File: src/rtl/mdio_pkg.sv
package mdio_pkg;
  localparam int ACC_W      = 32;
  localparam int REQ_BIT    = 31;
  localparam int DIR_BIT    = 30;
  localparam int PHY_HI     = 25;
  localparam int PHY_LO     = 21;
  localparam int REG_HI     = 20;
  localparam int REG_LO     = 16;
  localparam int DATA_W     = 16;
  localparam int ADDR_W     = 5;
  localparam int PRE_BITS   = 32;
  localparam int FRAME_BITS = 64;
  localparam int REL_FIRST  = 46;  // first bit time (0-based) released on a read
  localparam int DAT_FIRST  = 48;  // first data bit time (0-based)

  typedef struct packed {
    logic              is_wr;
    logic [ADDR_W-1:0] phy;
    logic [ADDR_W-1:0] regad;
    logic [DATA_W-1:0] data;
  } mdio_cmd_t;
endpackage

File: src/rtl/mdio_clk_div.sv
module mdio_clk_div #(
  parameter int DIV = 8  // even, at least 2
) (
  input  logic clk,
  input  logic rst,
  input  logic en,
  output logic mdc,
  output logic rise_stb,
  output logic fall_stb
);
  localparam int HALF = DIV / 2;
  localparam int HW   = (HALF > 1) ? $clog2(HALF) : 1;

  logic [HW-1:0] hc_q;
  logic          mdc_q;
  logic          term;

  assign term     = en && (hc_q == HW'(HALF - 1));
  assign rise_stb = term && !mdc_q;
  assign fall_stb = term && mdc_q;
  assign mdc      = mdc_q;

  always_ff @(posedge clk) begin
    if (rst || !en) begin
      hc_q  <= '0;
      mdc_q <= 1'b0;
    end else if (term) begin
      hc_q  <= '0;
      mdc_q <= ~mdc_q;
    end else begin
      hc_q  <= hc_q + 1'b1;
    end
  end
endmodule

File: src/rtl/mdio_frame_engine.sv
module mdio_frame_engine
  import mdio_pkg::*;
(
  input  logic              clk,
  input  logic              rst,
  input  logic              start,
  input  mdio_cmd_t         cmd,
  input  logic              rise_stb,
  input  logic              fall_stb,
  input  logic              mdc,
  input  logic              mdio_i,
  output logic              active,
  output logic              done,
  output logic [DATA_W-1:0] rd_data,
  output logic              mdio_o,
  output logic              mdio_oe
);
  localparam int CW = $clog2(FRAME_BITS);

  logic [FRAME_BITS-1:0] frame_q;
  logic [CW-1:0]         bit_q;
  logic [DATA_W-1:0]     rdsh_q;
  logic                  active_q, is_rd_q, oe_q;
  logic                  last_bit;
  logic [CW-1:0]         bit_nx;

  assign last_bit = (bit_q == CW'(FRAME_BITS - 1));
  assign bit_nx   = bit_q + 1'b1;
  assign done     = active_q && fall_stb && last_bit;
  assign active   = active_q;
  assign rd_data  = rdsh_q;
  assign mdio_o   = frame_q[FRAME_BITS-1];
  assign mdio_oe  = oe_q;

  always_ff @(posedge clk) begin
    if (rst) begin
      frame_q  <= '0;
      bit_q    <= '0;
      rdsh_q   <= '0;
      active_q <= 1'b0;
      is_rd_q  <= 1'b0;
      oe_q     <= 1'b0;
    end else if (start && !active_q) begin
      frame_q  <= {{PRE_BITS{1'b1}}, 2'b01, (cmd.is_wr ? 2'b01 : 2'b10),
                   cmd.phy, cmd.regad, 2'b10, cmd.data};
      bit_q    <= '0;
      active_q <= 1'b1;
      is_rd_q  <= !cmd.is_wr;
      oe_q     <= 1'b1;
    end else if (active_q) begin
      if (rise_stb && is_rd_q && (bit_q >= CW'(DAT_FIRST)))
        rdsh_q <= {rdsh_q[DATA_W-2:0], mdio_i};
      if (fall_stb) begin
        if (last_bit) begin
          active_q <= 1'b0;
          oe_q     <= 1'b0;
        end else begin
          bit_q   <= bit_nx;
          frame_q <= {frame_q[FRAME_BITS-2:0], 1'b0};
          oe_q    <= !(is_rd_q && (bit_nx >= CW'(REL_FIRST)));
        end
      end
    end
  end

  // within a transaction MDIO only moves together with a falling MDC
  p_mdio_on_fall_r6: assert property (@(posedge clk) disable iff (rst)
    (active_q && $past(active_q) && (mdio_o != $past(mdio_o))) |-> $fell(mdc));
  // nothing is driven once a frame has ended
  p_release_after_done_r5: assert property (@(posedge clk) disable iff (rst)
    done |=> !mdio_oe);
endmodule

File: src/rtl/mdio_access_ctrl.sv
module mdio_access_ctrl
  import mdio_pkg::*;
#(
  parameter int DIV = 8
) (
  input  logic        clk,
  input  logic        rst,
  input  logic        acc_wr_en,
  input  logic [31:0] acc_wr_data,
  output logic [31:0] acc_rd_data,
  output logic        mdc,
  output logic        mdio_o,
  output logic        mdio_oe,
  input  logic        mdio_i
);
  logic [ACC_W-1:0]  acc_q;
  logic              wr_ok, start, active, done;
  logic              rise_stb, fall_stb;
  logic [DATA_W-1:0] rd_data;
  mdio_cmd_t         cmd;

  assign wr_ok       = acc_wr_en && !acc_q[REQ_BIT];
  assign start       = wr_ok && acc_wr_data[REQ_BIT];
  assign cmd.is_wr   = acc_wr_data[DIR_BIT];
  assign cmd.phy     = acc_wr_data[PHY_HI:PHY_LO];
  assign cmd.regad   = acc_wr_data[REG_HI:REG_LO];
  assign cmd.data    = acc_wr_data[DATA_W-1:0];
  assign acc_rd_data = acc_q;

  mdio_clk_div #(.DIV(DIV)) clk_div_i (
    .clk(clk), .rst(rst), .en(active),
    .mdc(mdc), .rise_stb(rise_stb), .fall_stb(fall_stb)
  );

  mdio_frame_engine engine_i (
    .clk(clk), .rst(rst), .start(start), .cmd(cmd),
    .rise_stb(rise_stb), .fall_stb(fall_stb), .mdc(mdc), .mdio_i(mdio_i),
    .active(active), .done(done), .rd_data(rd_data),
    .mdio_o(mdio_o), .mdio_oe(mdio_oe)
  );

  always_ff @(posedge clk) begin
    if (rst) begin
      acc_q <= '0;
    end else if (wr_ok) begin
      acc_q <= acc_wr_data;
    end else if (done) begin
      acc_q[REQ_BIT] <= 1'b0;
      if (!acc_q[DIR_BIT]) acc_q[DATA_W-1:0] <= rd_data;
    end
  end

  // the request flag tracks the frame engine exactly
  p_req_tracks_engine_r2: assert property (@(posedge clk) disable iff (rst)
    acc_q[REQ_BIT] == active);
  // completion clears the request flag on the next edge
  p_done_clears_r7: assert property (@(posedge clk) disable iff (rst)
    done |=> !acc_q[REQ_BIT]);
  // completion coincides with the end of an MDC high phase
  p_done_mdc_high_r7: assert property (@(posedge clk) disable iff (rst)
    done |-> mdc);
  // a busy word only changes through completion
  p_busy_hold_r8: assert property (@(posedge clk) disable iff (rst)
    (acc_q[REQ_BIT] && !done) |=> (acc_q == $past(acc_q)));
  // MDC rests low while idle
  p_idle_mdc_low_r6: assert property (@(posedge clk) disable iff (rst)
    !acc_q[REQ_BIT] |-> !mdc);
endmodule

File: config.mk
export PLATFORM = sky130hd
export DESIGN_NAME = mdio_access_ctrl
export DESIGN_NICKNAME = d
export VERILOG_FILES = /design/src/rtl/mdio_pkg.sv /design/src/rtl/mdio_clk_div.sv /design/src/rtl/mdio_frame_engine.sv /design/src/rtl/mdio_access_ctrl.sv
export SDC_FILE = /design/constraint.sdc
export NUM_CORES = 1
export LEC_CHECK = 0
export ABC_AREA = 1
export BUFFER_PORTS_ARGS = -buffer_cell sky130_fd_sc_hd__buf_2
export CELL_PAD_IN_SITES_DETAIL_PLACEMENT = 1
export CELL_PAD_IN_SITES_GLOBAL_PLACEMENT = 2
export CORE_AREA = 2 2 123 125
export DETAILED_ROUTE_END_ITERATION = 12
export DIE_AREA = 0 0 125 127
export PLACE_DENSITY_LB_ADDON = 0.2
export SYNTH_ARGS = -nofsm -noshare
export SYNTH_HDL_FRONTEND = slang
export SYNTH_SLANG_ARGS = --single-unit
File: constraint.sdc
create_clock -name clk -period 4.87 [get_ports clk]
set_clock_uncertainty 0.1 [all_clocks]
set_input_delay 0.2435 -clock clk [delete_from_list [all_inputs] [get_ports clk]]
set_output_delay 0.2435 -clock clk [all_outputs]
set_load 0.01 [all_outputs]
==> metrics.txt, run 1 <==
global-route usage over all layers=0.185; outcome=finished, final reports clean; # IOs=71; Setup Viol. Count Final=0; antenna-violating nets left=0; Fillers=1,793; cells along the critical path=nand3b_2 > buf_4 > inv_2 > nor2_8 > inv_2 > o21ai_0 > nor2_1; flops & latches, synth=124; clk root buf=clkbuf_16; Finished Cell Area=slightly above 6000 um2; crit-path leading delay family=simple AND/OR/NAND/NOR gates; setup tns final=0 ns; first-pass GRT wire length=about 24,000 um; vias=approximately 4.6k; max-slew violations=0; Port-buffer cells=70; Routed WL=around 14,000 um; Worst VDD drop=0.000226 V; crit end category=flop; Primary FF master, synth=dfxtp_1; initial antenna violation count=0; FP Rows=44; Tmin final=2.84 ns; period utilisation layout=0.583; Pwr Density=433 nW/um2; Syn Nets=700; DP Wirelength=9150 um; multiplexer share of the synthesized area=0; Clock Sinks=roughly 120; clock power share=0.511; Critical-path top delay cell=nor2_8; NetSw=between 0.6 and 0.7 mW; final design utilization=0.430; RD Place Congestion=approximately 0.77; Final nets=764; syn_area_per_cell=7.58 um2; Bufs and invs on worst path=3; Synth Area in Compound Gates=0.162; router iterations before antenna repair=5; Post-Synth XOR/XNOR Area=0.00175; cell internal pwr=2.04 mW; Worst path max stage delay=0.68 ns; standby leakage power=2.57 nW; core footprint=14,400 um2; clock tree buffer depth=2; Switching Fraction=0.243; part of the power in combinational logic=0.079; asr flop ratio synth=0; worst path arrival time=roughly 3.0 ns; Synth Warn #=0; Wirelength per Cell=15.7 um; starting density of the core=0.348; largest net degree at the start of global routing=between 60 and 70; gr ovfl total=0; Gate Count Post-Synth=about 660; Worst Path Max Fanout=55; critical path type=reg2reg; commonest non-fill, non-tap cell in the layout=nand2_1; hold crit path type=in2reg; simple-gate share of the synthesized area=0.271; fraction of power consumed by sequential logic=0.410; startpoint types=flop; antenna cells=0; die width=125 um; layout cells sized above 1=0.180; CTS Buf Count=17; H-tree levels=4; Final Hold Fails=0; Post-route DRC=0; CTS clk-pin slew, worst paths=~0.060 ns; most frequent cells in the layout=142 x nand2_1, 124 x dfxtp_1, 99 x nor2_1; CTS tree=yes; full die area=15,900 um2; RSZ-0062 raised after global routing=no; Syn Std Cell Area=5010 um2; area share of fa/ha/maj cells after synthesis=0.00749; post-synth cell types=32; dpl cell area=5420 um2; initial DRC count=325; FMAX=352 MHz; Max-Slew Margin vs Limit=0.445; max_cap viols=0; vias per inst=5.01; Die Y=127 um; EDFF count, synth=0; via count of the first global-routing pass=about 4.8k; cell mode on critical path=inv_2; sequential share of the synthesized area=0.495; clock latency on the worst-skew pair=0.42 ns; Syn-to-layout area delta=23.8%; Worst EP required=between 5 and 6 ns; Worst Tran Pin Value=0.831 ns; largest family of logic cells by synthesized area=simple AND/OR/NAND/NOR gates
power by group through the flow:
stage               Sequential, mW  Clock, mW  Combinational (mW)
detailed placement            1.12          0               0.204
global placement              1.12          0               0.200
CTS                           1.10       1.40               0.214
global route                  1.11       1.44               0.238
floorplan                     1.13          0               0.123
finish                        1.10       1.37               0.211
cells in the mapped netlist, types with 2 or more instances:
| library cell | count | share of area |
|---|---|---|
| ha_1 | 3 | 0.0075 |
| clkbuf_1 | 23 | 0.017 |
| nor2_8 | 2 | 0.0080 |
| inv_1 | 22 | 0.016 |
| buf_2 | 11 | 0.011 |
| inv_2 | 4 | 0.0030 |
| buf_4 | 4 | 0.0060 |
| a21oi_1 | 28 | 0.028 |
| nor3_1 | 4 | 0.0040 |
| nand3_1 | 48 | 0.048 |
| dfxtp_1 | 124 | 0.50 |
| buf_6 | 2 | 0.0045 |
| nor2_2 | 10 | 0.012 |
| nor2_1 | 100 | 0.075 |
| buf_1 | 4 | 0.0030 |
| nand2_1 | 142 | 0.11 |
| a31oi_1 | 47 | 0.059 |
| o21ai_0 | 68 | 0.068 |
| nand3_2 | 2 | 0.0040 |
per-layer routing:
layer / up-vias / track usage / wire, um
li1: 2324 / - / -
met1: 2217 / 0.241 / 6940
met2: 70 / 0.308 / 6940
met3: 11 / 0.0385 / 404
met4: 0 / 0.0627 / 155
met5: - / 0 / 0
area by class of cell:
type | count | area (um2) | area share
timing repair buffer | 89 | 528 | 0.0851
clock inverter | 13 | 188 | 0.0302
clock buffer | 19 | 453 | 0.0730
inverter | 28 | 108 | 0.0173
tap | 184 | 230 | 0.0371
multi-input combinational | 465 | 2220 | 0.357
sequential | 124 | 2480 | 0.400
cells by family after synthesis:
| group | after synthesis |
|---|---|
| AND/OR/NAND/NOR | 314 |
| AO/OA/AOI/OAI | 147 |
| flip-flops | 124 |
| buffers and inverters | 72 |
| adder cells (fa/ha/maj) | 3 |
| XOR/XNOR | 1 |
registers in the layout, summed over array words and instances (netlist names):
signal            count
clk_div_i.hc_q        2
engine_i.active       1
engine_i.frame_q     64
clk_div_i.mdc         1
acc_rd_data          32
engine_i.is_rd_q      1
engine_i.bit_q        6
engine_i.mdio_oe      1
engine_i.rd_data     16
per-stage QoR:
stage / total power, mW / instances / hold slack (ns) / setup slack (ns)
4_1_cts: 2.72 / 922 / 0.000196 / 2.00
2_1_floorplan: 1.25 / 661 / 0.278 / 3.20
6_report: 2.69 / 922 / 0.0146 / 2.03
3_5_place_dp: 1.33 / 876 / 0.335 / 2.00
5_1_grt: 2.79 / 922 / 0.00961 / 1.77
3_3_place_gp: 1.32 / 876 / 0.315 / 2.14
final timing paths:
path | slack, ns | cells past startpoint | end | startpoint
worst min-delay path | 0.01 | 3 | acc_rd_data[31] | acc_wr_data[31]
worst max register to register | 2.03 | 7 | engine_i.frame_q[63] | engine_i.active
worst min register to register | 0.34 | 1 | clk_div_i.hc_q[0] | clk_div_i.hc_q[0]
worst max-delay path | 2.03 | 7 | engine_i.frame_q[63] | engine_i.active
timing repair:
action,in CTS,in global routing
buffers inserted,0,0
hold buffers,14,0
hold endpoints to repair,14,0
gates resized for setup,0,0
tightest hold or removal path, stage by stage:
cell and delay, ns:
buf_2 0.12, nand2_1 0.06, a21oi_1 0.05
(Power assumes the default switching activity.)
==> inputs of run 2 (changes only) <==
--- a/config.mk
+++ b/config.mk
@@ -9,9 +9,9 @@
 export BUFFER_PORTS_ARGS = -buffer_cell sky130_fd_sc_hd__buf_2
 export CELL_PAD_IN_SITES_DETAIL_PLACEMENT = 1
 export CELL_PAD_IN_SITES_GLOBAL_PLACEMENT = 2
-export CORE_AREA = 2 2 123 125
+export CORE_AREA = 2 2 127 129
 export DETAILED_ROUTE_END_ITERATION = 12
-export DIE_AREA = 0 0 125 127
+export DIE_AREA = 0 0 129 131
 export PLACE_DENSITY_LB_ADDON = 0.2
 export SYNTH_ARGS = -nofsm -noshare
 export SYNTH_HDL_FRONTEND = slang
==> constraint.sdc (replaced) <==
create_clock -name clk -period 2.95 [get_ports clk]
set_clock_uncertainty 0.1 [all_clocks]
set_input_delay 0.1475 -clock clk [delete_from_list [all_inputs] [get_ports clk]]
set_output_delay 0.1475 -clock clk [all_outputs]
set_load 0.01 [all_outputs]
==> metrics.txt, run 2 (synthesis gave the netlist of run 1 again) <==
outcome=finished, final reports clean; period utilisation layout=0.814; Routed WL=approximately 14,000 um; DP Wirelength=9160 um; Setup Viol. Count Final=0; initial antenna violation count=0; fin cells=972; initial DRC count=234; Worst VDD drop=0.000364 V; via count of the first global-routing pass=4,850; router iterations before antenna repair=4; Max-Slew Margin vs Limit=0.505; placed insts=912; hold crit path type=in2reg; CTS clk-pin slew, worst paths=0.05 ns; Worst EP required=~3.1 ns; number of flip-flops under the largest register name=64; core footprint=between 15,000 and 20,000 um2; Power Total=4.37 mW; layout cells sized above 1=0.179; antenna-violating nets left=0; Largest Register=engine_i.frame_q; largest net degree at the start of global routing=between 50 and 60; Wirelength per Cell=approximately 15 um; startpoint types=flop; Critical-path top delay cell=clkinv_1; # hold bufs at CTS=28; most frequent cells in the layout=142 x nand2_1, 124 x dfxtp_1, 99 x nor2_1; # IOs=71; die width=129 um; clk root buf=clkbuf_16; worst-case hold slack=around 0.0074 ns; Pwr Density=~680 nW/um2; Worst path max stage delay=0.54 ns; worst path arrival time=2.57 ns; first-pass GRT wire length=24,500 um; full die area=approximately 17,000 um2; clock latency on the worst-skew pair=0.41 ns; RD Place Congestion=between 0.7 and 0.8; critical path type=reg2reg; cells along the critical path=ha_1 > nand3_4 > nor2_8 > clkinv_1 > buf_4 > nand3_1 > a31oi_1; Clock Sinks=124; Die Y=131 um; crit-path leading delay family=buffers and inverters; Finished Cell Area=between 6000 and 7000 um2; CTS tree=yes; Final Hold Fails=0; setup tns final=0 ns; Post-route DRC=0; RSZ-0062 raised after global routing=no; vias=4,654; FP Rows=46; dpl cell area=5490 um2; crit end category=flop; Bufs and invs on worst path=2; Syn-to-layout area delta=27.8%; max_cap viols=0; H-tree levels=4; standby leakage power=2.65 nW; clock tree buffer depth=2; max-slew violations=0; Final nets=~780; post-CTS setup buffer count=0; vias per inst=around 4.8; FMAX=roughly 420 MHz; Worst Path Max Fanout=24; Worst Tran Pin Value=0.743 ns; antenna cells=0; gr ovfl total=0; cts repair resizes=0; global-route usage over all layers=0.184; Fillers=1,905; CTS Buf Count=17; Port-buffer cells=70; starting density of the core=0.321; Tmin final=about 2.4 ns; commonest non-fill, non-tap cell in the layout=nand2_1
run 2: per-layer routing:
metal,global-route usage,vias to the layer above,wire (um)
li1,-,2362,-
met1,0.244,2212,7150
met2,0.297,67,6790
met3,0.0366,13,407
met4,0.0671,0,144
met5,0,-,0
run 2: power breakdown:
group | total [mW] | leakage (nW) | switching, mW | internal, mW
logic | 0.368 | 1.32 | 0.224 | 0.144
clock network | 2.18 | 0.309 | 0.729 | 1.45
registers | 1.82 | 1.02 | 0.0522 | 1.77
total | 4.37 | 2.65 | 1.00 | 3.36
run 2: worst paths after layout:
kind | start | endpoint | cells past startpoint | slack, ns
max | engine_i.bit_q[0] | engine_i.frame_q[39] | 7 | 0.55
min reg2reg | clk_div_i.hc_q[0] | clk_div_i.hc_q[0] | 1 | 0.34
max reg2reg | engine_i.bit_q[0] | engine_i.frame_q[39] | 7 | 0.55
min | rst | engine_i.frame_q[4] | 2 | 0.007
run 2: per-stage QoR:
stage	setup slack [ns]	utilization
global route	0.383	0.411
finish	0.550	0.411
CTS	0.519	0.411
global placement	0.580	0.352
detailed placement	0.513	0.352
floorplan	1.28	-
run 2: cell type report:
type,instances,area [um2],area share
Sequential cell,124,2480,0.388
Multi-Input combinational cell,465,2220,0.346
Timing Repair Buffer,107,698,0.109
Clock buffer,28,557,0.0869
Tap cell,216,270,0.0422
Inverter,28,108,0.0168
Clock inverter,4,72.6,0.0113
run 2: worst register-to-register path, cell delays in order, from the launching register on:
cell	delay (ns)
dfxtp_1	0.40
ha_1	0.28
nand3_4	0.13
nor2_8	0.15
clkinv_1	0.54
buf_4	0.47
nand3_1	0.11
a31oi_1	0.09
